File: src/rtl/pix_pkg.sv
package pix_pkg;
  parameter int unsigned PIX_CNT_W  = 8;
  parameter int unsigned PIX_SLICES = 16;
  parameter int unsigned PIX_SYNC   = 2;
endpackage

File: src/rtl/pix_hit_edge.sv
module pix_hit_edge #(
  parameter int unsigned SYNC_STAGES = 2
) (
  input  logic clk,
  input  logic rst,
  input  logic hit_in,
  output logic hit_pulse
);
  localparam int unsigned TOP = SYNC_STAGES - 1;

  logic [SYNC_STAGES-1:0] sync_q;
  logic                   last_q;

  always_ff @(posedge clk) begin
    if (rst) begin
      sync_q <= '0;
      last_q <= 1'b0;
    end else begin
      sync_q <= {sync_q[SYNC_STAGES-2:0], hit_in};
      last_q <= sync_q[TOP];
    end
  end

  // one event per rising edge of the synchronized level
  assign hit_pulse = sync_q[TOP] & ~last_q;
endmodule

File: src/rtl/pix_gray_counter.sv
module pix_gray_counter #(
  parameter int unsigned CNT_W = 8
) (
  input  logic             clk,
  input  logic             rst,
  input  logic             clear,
  input  logic             restart,
  input  logic             inc,
  output logic [CNT_W-1:0] gray,
  output logic             ovf
);
  // Gray image of the all-ones binary value: MSB set, rest clear
  localparam logic [CNT_W-1:0] GRAY_MAX = {1'b1, {(CNT_W-1){1'b0}}};
  localparam logic [CNT_W-1:0] GRAY_ONE = {{(CNT_W-1){1'b0}}, 1'b1};

  logic [CNT_W-1:0] bin_cur;
  logic [CNT_W-1:0] bin_inc;
  logic [CNT_W-1:0] gray_nxt;

  always_comb begin
    for (int i = 0; i < CNT_W; i++) begin
      bin_cur[i] = ^(gray >> i);
    end
    bin_inc  = bin_cur + 1'b1;
    gray_nxt = bin_inc ^ (bin_inc >> 1);
  end

  always_ff @(posedge clk) begin
    if (rst || clear) begin
      gray <= '0;
      ovf  <= 1'b0;
    end else if (restart) begin
      gray <= inc ? GRAY_ONE : '0;
      ovf  <= 1'b0;
    end else if (inc) begin
      if (gray == GRAY_MAX) ovf  <= 1'b1;
      else                  gray <= gray_nxt;
    end
  end
endmodule

File: src/rtl/pix_slice_bank.sv
module pix_slice_bank #(
  parameter int unsigned WORD_W   = 9,
  parameter int unsigned N_SLICES = 16
) (
  input  logic                            clk,
  input  logic                            rst,
  input  logic                            clear,
  input  logic                            switch_req,
  input  logic [WORD_W-1:0]               wr_word,
  input  logic                            rd_strobe,
  output logic                            accept,
  output logic [$clog2(N_SLICES):0]       slice_idx,
  output logic [WORD_W-1:0]               rd_word,
  output logic                            rd_valid
);
  localparam int unsigned IDX_W = $clog2(N_SLICES);
  localparam logic [IDX_W:0]   IDX_END = (IDX_W+1)'(N_SLICES);
  localparam logic [IDX_W-1:0] PTR_TOP = IDX_W'(N_SLICES - 1);

  logic [WORD_W-1:0] mem [N_SLICES];
  logic [IDX_W-1:0]  rd_ptr;

  assign accept = switch_req && (slice_idx < IDX_END);

  // storage written without reset so it maps to block RAM
  always_ff @(posedge clk) begin
    if (accept && !clear) mem[slice_idx[IDX_W-1:0]] <= wr_word;
  end

  always_ff @(posedge clk) begin
    if (rst) begin
      rd_word <= '0;
    end else if (rd_strobe) begin
      rd_word <= mem[rd_ptr];
    end
  end

  always_ff @(posedge clk) begin
    if (rst || clear) begin
      slice_idx <= '0;
      rd_ptr    <= '0;
      rd_valid  <= 1'b0;
    end else begin
      if (accept) slice_idx <= slice_idx + 1'b1;
      if (rd_strobe) rd_ptr <= (rd_ptr == PTR_TOP) ? '0 : rd_ptr + 1'b1;
      rd_valid <= rd_strobe;
    end
  end
endmodule

File: src/rtl/pix_slice_counter.sv
module pix_slice_counter #(
  parameter int unsigned CNT_W       = pix_pkg::PIX_CNT_W,
  parameter int unsigned N_SLICES    = pix_pkg::PIX_SLICES,
  parameter int unsigned SYNC_STAGES = pix_pkg::PIX_SYNC
) (
  input  logic             clk,
  input  logic             rst,
  input  logic             hit_in,
  input  logic             train_start,
  input  logic             slice_switch,
  input  logic             rd_strobe,
  output logic [CNT_W-1:0] rd_data,
  output logic             rd_ovf,
  output logic             rd_valid
);
  localparam int unsigned WORD_W = CNT_W + 1;
  localparam int unsigned IDX_W  = $clog2(N_SLICES);

  logic             hit_pulse;
  logic             accept;
  logic [CNT_W-1:0] cnt_gray;
  logic             cnt_ovf;
  logic [IDX_W:0]   slice_idx;
  logic [WORD_W-1:0] rd_word;

  pix_hit_edge #(.SYNC_STAGES(SYNC_STAGES)) u_edge (
    .clk(clk), .rst(rst), .hit_in(hit_in), .hit_pulse(hit_pulse)
  );

  pix_gray_counter #(.CNT_W(CNT_W)) u_cnt (
    .clk(clk), .rst(rst), .clear(train_start), .restart(accept),
    .inc(hit_pulse), .gray(cnt_gray), .ovf(cnt_ovf)
  );

  pix_slice_bank #(.WORD_W(WORD_W), .N_SLICES(N_SLICES)) u_bank (
    .clk(clk), .rst(rst), .clear(train_start), .switch_req(slice_switch),
    .wr_word({cnt_ovf, cnt_gray}), .rd_strobe(rd_strobe), .accept(accept),
    .slice_idx(slice_idx), .rd_word(rd_word), .rd_valid(rd_valid)
  );

  always_comb begin
    for (int i = 0; i < CNT_W; i++) begin
      rd_data[i] = ^(rd_word[CNT_W-1:0] >> i);
    end
  end
  assign rd_ovf = rd_word[CNT_W];
endmodule

File: config.mk
export PLATFORM = sky130hd
export DESIGN_NAME = pix_slice_counter
export DESIGN_NICKNAME = d
export VERILOG_FILES = /design/src/rtl/pix_pkg.sv /design/src/rtl/pix_hit_edge.sv /design/src/rtl/pix_gray_counter.sv /design/src/rtl/pix_slice_bank.sv /design/src/rtl/pix_slice_counter.sv
export SDC_FILE = /design/constraint.sdc
export NUM_CORES = 1
export LEC_CHECK = 0
export BUFFER_PORTS_ARGS = -buffer_cell sky130_fd_sc_hd__buf_4
export CAP_MARGIN = 25
export CORE_AREA = 2 2 87 151
export DETAILED_ROUTE_END_ITERATION = 6
export DIE_AREA = 0 0 89 153
export PLACE_DENSITY = 0.79
export SLEW_MARGIN = 20
export SYNTH_ARGS = -nofsm -noshare
export SYNTH_HDL_FRONTEND = slang
export SYNTH_SLANG_ARGS = --single-unit
File: constraint.sdc
create_clock -name clk -period 4.3 [get_ports clk]
set_input_delay 0.215 -clock clk [delete_from_list [all_inputs] [get_ports clk]]
set_output_delay 0.215 -clock clk [all_outputs]
set_load 0.1 [all_outputs]
==> flow_summary.toml <==
[run_status]
run_status = "completed"

[clock_tree]
post_cts_buffers = 0
tritoncts_num_sinks = 175
clk_path_buf_depth = 2
cts_hold_buf = 0
clk_transition_reported_paths_ps = 60
post_cts_resized = 0
insertion_delay_ps = 420
clock_tree.htree_level_count = 4
tritoncts_clock_tree = "done"
root_buffer_master = "sky130_fd_sc_hd__clkbuf_16"
tritoncts.num_buffers = 17

[timing]
timing.max_slew.rel_slack_pct = 31.3
setup_violations = 0
report.final.hold_viol_count = 0
tightest_slew_ps = 1030
achievable-frequency_ghz = 0.287
timing.final.crit_share_pct = 81.0
min_period_ps = 3480
report.final.slew_viol_count = 0
timing.clock.skew_ps = 7.07
setup-tns-final_ps = 0
finalHoldWorstSlack_ps = 25.7
rsz0062_at_grt = "false"

[global_route]
grt_overflow_total = 0
globalRouteTotalUtil_pct = 23.3
grt_pass1_vias = 4085
grt_first_pass_wirelength_um = 22600
grt_max_degree = 24
grt_antenna_before_repair = 0

[synthesis]
synth_fp_nets = 465
synthFlopType = "sky130_fd_sc_hd__edfxtp_1"
post_synth.cell_area_avg_um2 = 16.2
sequential_share_of_the_synthesized_area_pct = 67.9
syn_area_mm2 = 0.00728
yosysWarnings = 0
synth_enable_flop_cells = 144
syn_inst = 449
flip_flop_and_latch_count_after_synthesis = 175
async_s_r_ff_share_synth_pct = 0
synth_cell_type_count = 47

[finish]
register_area_mm2 = 0.00495
design.final.nets = 490
diodes = 0
mostFrequentLayoutCell = "sky130_fd_sc_hd__edfxtp_1"
syn2layout_area_growth_pct = 12.5
fill_cells = 865
drive_above_1_share_pct = 21.8
layout_common_cells = "sky130_fd_sc_hd__edfxtp_1 (144), sky130_fd_sc_hd__nor2_1 (47), sky130_fd_sc_hd__mux4_2 (36)"
multiInputGateArea_mm2 = 0.00218

[hold_path]
hold_path_class = "in -> reg"
worstHoldEndpoint = "u_edge.sync_q[0]"
worstHoldPathCells = 2
worst_hold_startpoint = "hit_in"

[power]
pwr_density_cell_mw_per_mm2 = 442
leakage_nw = 2.65
p_total_mw = 3.62
vdd_drop_max_uv = 276

[critical_path]
rr_endpoint = "u_cnt.gray[5]"
crit_path_required_time_ps = 4660
timing.critical_path.arrival_ps = 3840
cp_slowest_cell = "sky130_fd_sc_hd__dfxtp_1"
crit_type = "reg -> reg"
crit_path_max_fanout = 20
worst-r2r-cell-count = 10
crit_path_end_kind = "register"
cp-start-kind = "register"
timing.reg2reg.setup_slack_ps = 820
slowest_delay_ps = 710
crit-reg2reg-launch = "u_cnt.gray[7]"
cell_chain_critical_path = "xnor3_2 > xor2_4 > xor2_1 > ha_1 > inv_1 > nor4_2 > mux2i_1 > xor2_1 > mux2i_1 > nor2_1"

[route]
post_drt_via_cell_ratio = 6.04
detail-route-antenna-nets = 0
drt_first_pass_iters = 7
vias = 3954
post-route-drc-count = 0
wl_per_cell_um = 22.4
totalWireLength_um = 14700
first_iter_violations = 424

[die]
initial_core_util_pct = 58.5
core_mm2 = 0.0124
die_height_um = 153
row_count = 54
ioPinCount = 16
die_area_mm2 = 0.0136
die_x_um = 89

[job]
cap_violations = 0

[place]
dp.final_hpwl_um = 9470
port_buffers = 15
gp_congestion = 0.892
state kept, by name, summed over array words and instances, names as in the netlist:
signal	cells
u_bank.mem	144
u_bank.slice_idx	5
u_bank.rd_ptr	4
u_edge.sync_q	2
u_cnt.gray	8
u_edge.last_q	1
u_bank.rd_word	9
u_bank.rd_valid	1
u_cnt.ovf	1
power by group:
part / internal, mW / switching, mW / total [mW] / leakage [nW]
logic: 0.0750 / 0.199 / 0.274 / 0.815
registers: 1.82 / 0.0138 / 1.84 / 1.55
clock network: 0.864 / 0.641 / 1.51 / 0.278
total: 2.76 / 0.853 / 3.62 / 2.65
per-stage QoR:
| stage | cell area, um^2 | cells | setup WS [ps] | utilization, % |
|---|---|---|---|---|
| after detailed placement | 7590 | 621 | 831 | 61.0 |
| after floorplan | 7300 | 449 | 132 | - |
| after global placement | 7580 | 621 | 1010 | 61.0 |
| after global routing | 8190 | 655 | 377 | 65.9 |
| final | 8190 | 655 | 819 | 65.9 |
| after CTS | 8170 | 653 | 822 | 65.7 |
worst max path at each step:
stage,start,cells after the start,slack (ps),end
6_report,u_cnt.gray[7],10,820,u_cnt.gray[5]
5_1_grt,u_cnt.gray[5],13,380,u_cnt.gray[5]
4_1_cts,u_cnt.gray[5],13,820,u_cnt.gray[5]
3_5_place_dp,u_cnt.gray[5],13,830,u_cnt.gray[5]
3_3_place_gp,u_cnt.gray[7],10,1010,u_cnt.gray[5]
2_1_floorplan,u_bank.rd_word[7],6,130,rd_data[0]
layout make-up:
cell class              instances  share of cell area, %
flip-flops and latches        175                   60.4
multi-input cells             236                   26.6
clock buffers                  18                   5.24
well taps                     168                   2.57
repair buffers                 26                   2.38
clock inverters                14                   1.93
inverters                      18                  0.825
logic make-up after synthesis:
logic type / after synthesis / share of synthesized area [%]
flops: 175 / 67.9
xor+xnor: 26 / 4.40
fa+ha+maj: 10 / 1.72
mux: 43 / 12.1
buf+inv: 38 / 2.41
compound gates: 69 / 5.86
simple gates: 88 / 5.57
Yosys cell counts (all sizes together), types with 2 or more instances:
library cell / instances / area (um^2)
edfxtp: 144 / 4320
nor2: 47 / 176
mux4: 36 / 811
dfxtp: 31 / 621
a21oi: 29 / 145
a22oi: 19 / 143
inv: 18 / 67.6
nand2: 16 / 60.1
buf: 13 / 81.3
xor2: 13 / 151
xnor2: 11 / 123
ha: 10 / 125
o21ai: 9 / 45.0
clkbuf: 7 / 26.3
mux2i: 7 / 70.1
nor2b: 7 / 43.8
a211oi: 2 / 15.0
a41oi: 2 / 17.5
and2: 2 / 12.5
and4: 2 / 17.5
nand2b: 2 / 12.5
nor3: 2 / 10.0
o211ai: 2 / 15.0
or3: 2 / 12.5
xnor3: 2 / 46.3
layer usage:
layer	vias up	part of all wire, %	track usage (%)
met5	-	0	0
met4	0	4.3	11.6
met3	32	3.8	4.43
met2	126	56	40.3
met1	2024	36	27.1
li1	1772	-	-
worst max-delay path: cells and delay by family, from the launching register on:
kind | cells | cell delay [ps]
xor gates and xnor gates | 4 | 1330
DFF | 1 | 710
muxes | 2 | 410
and+or+nand+nor | 2 | 400
adders and majority gates | 1 | 370
buffers and inverters | 1 | 170
(Power assumes the default switching activity.)
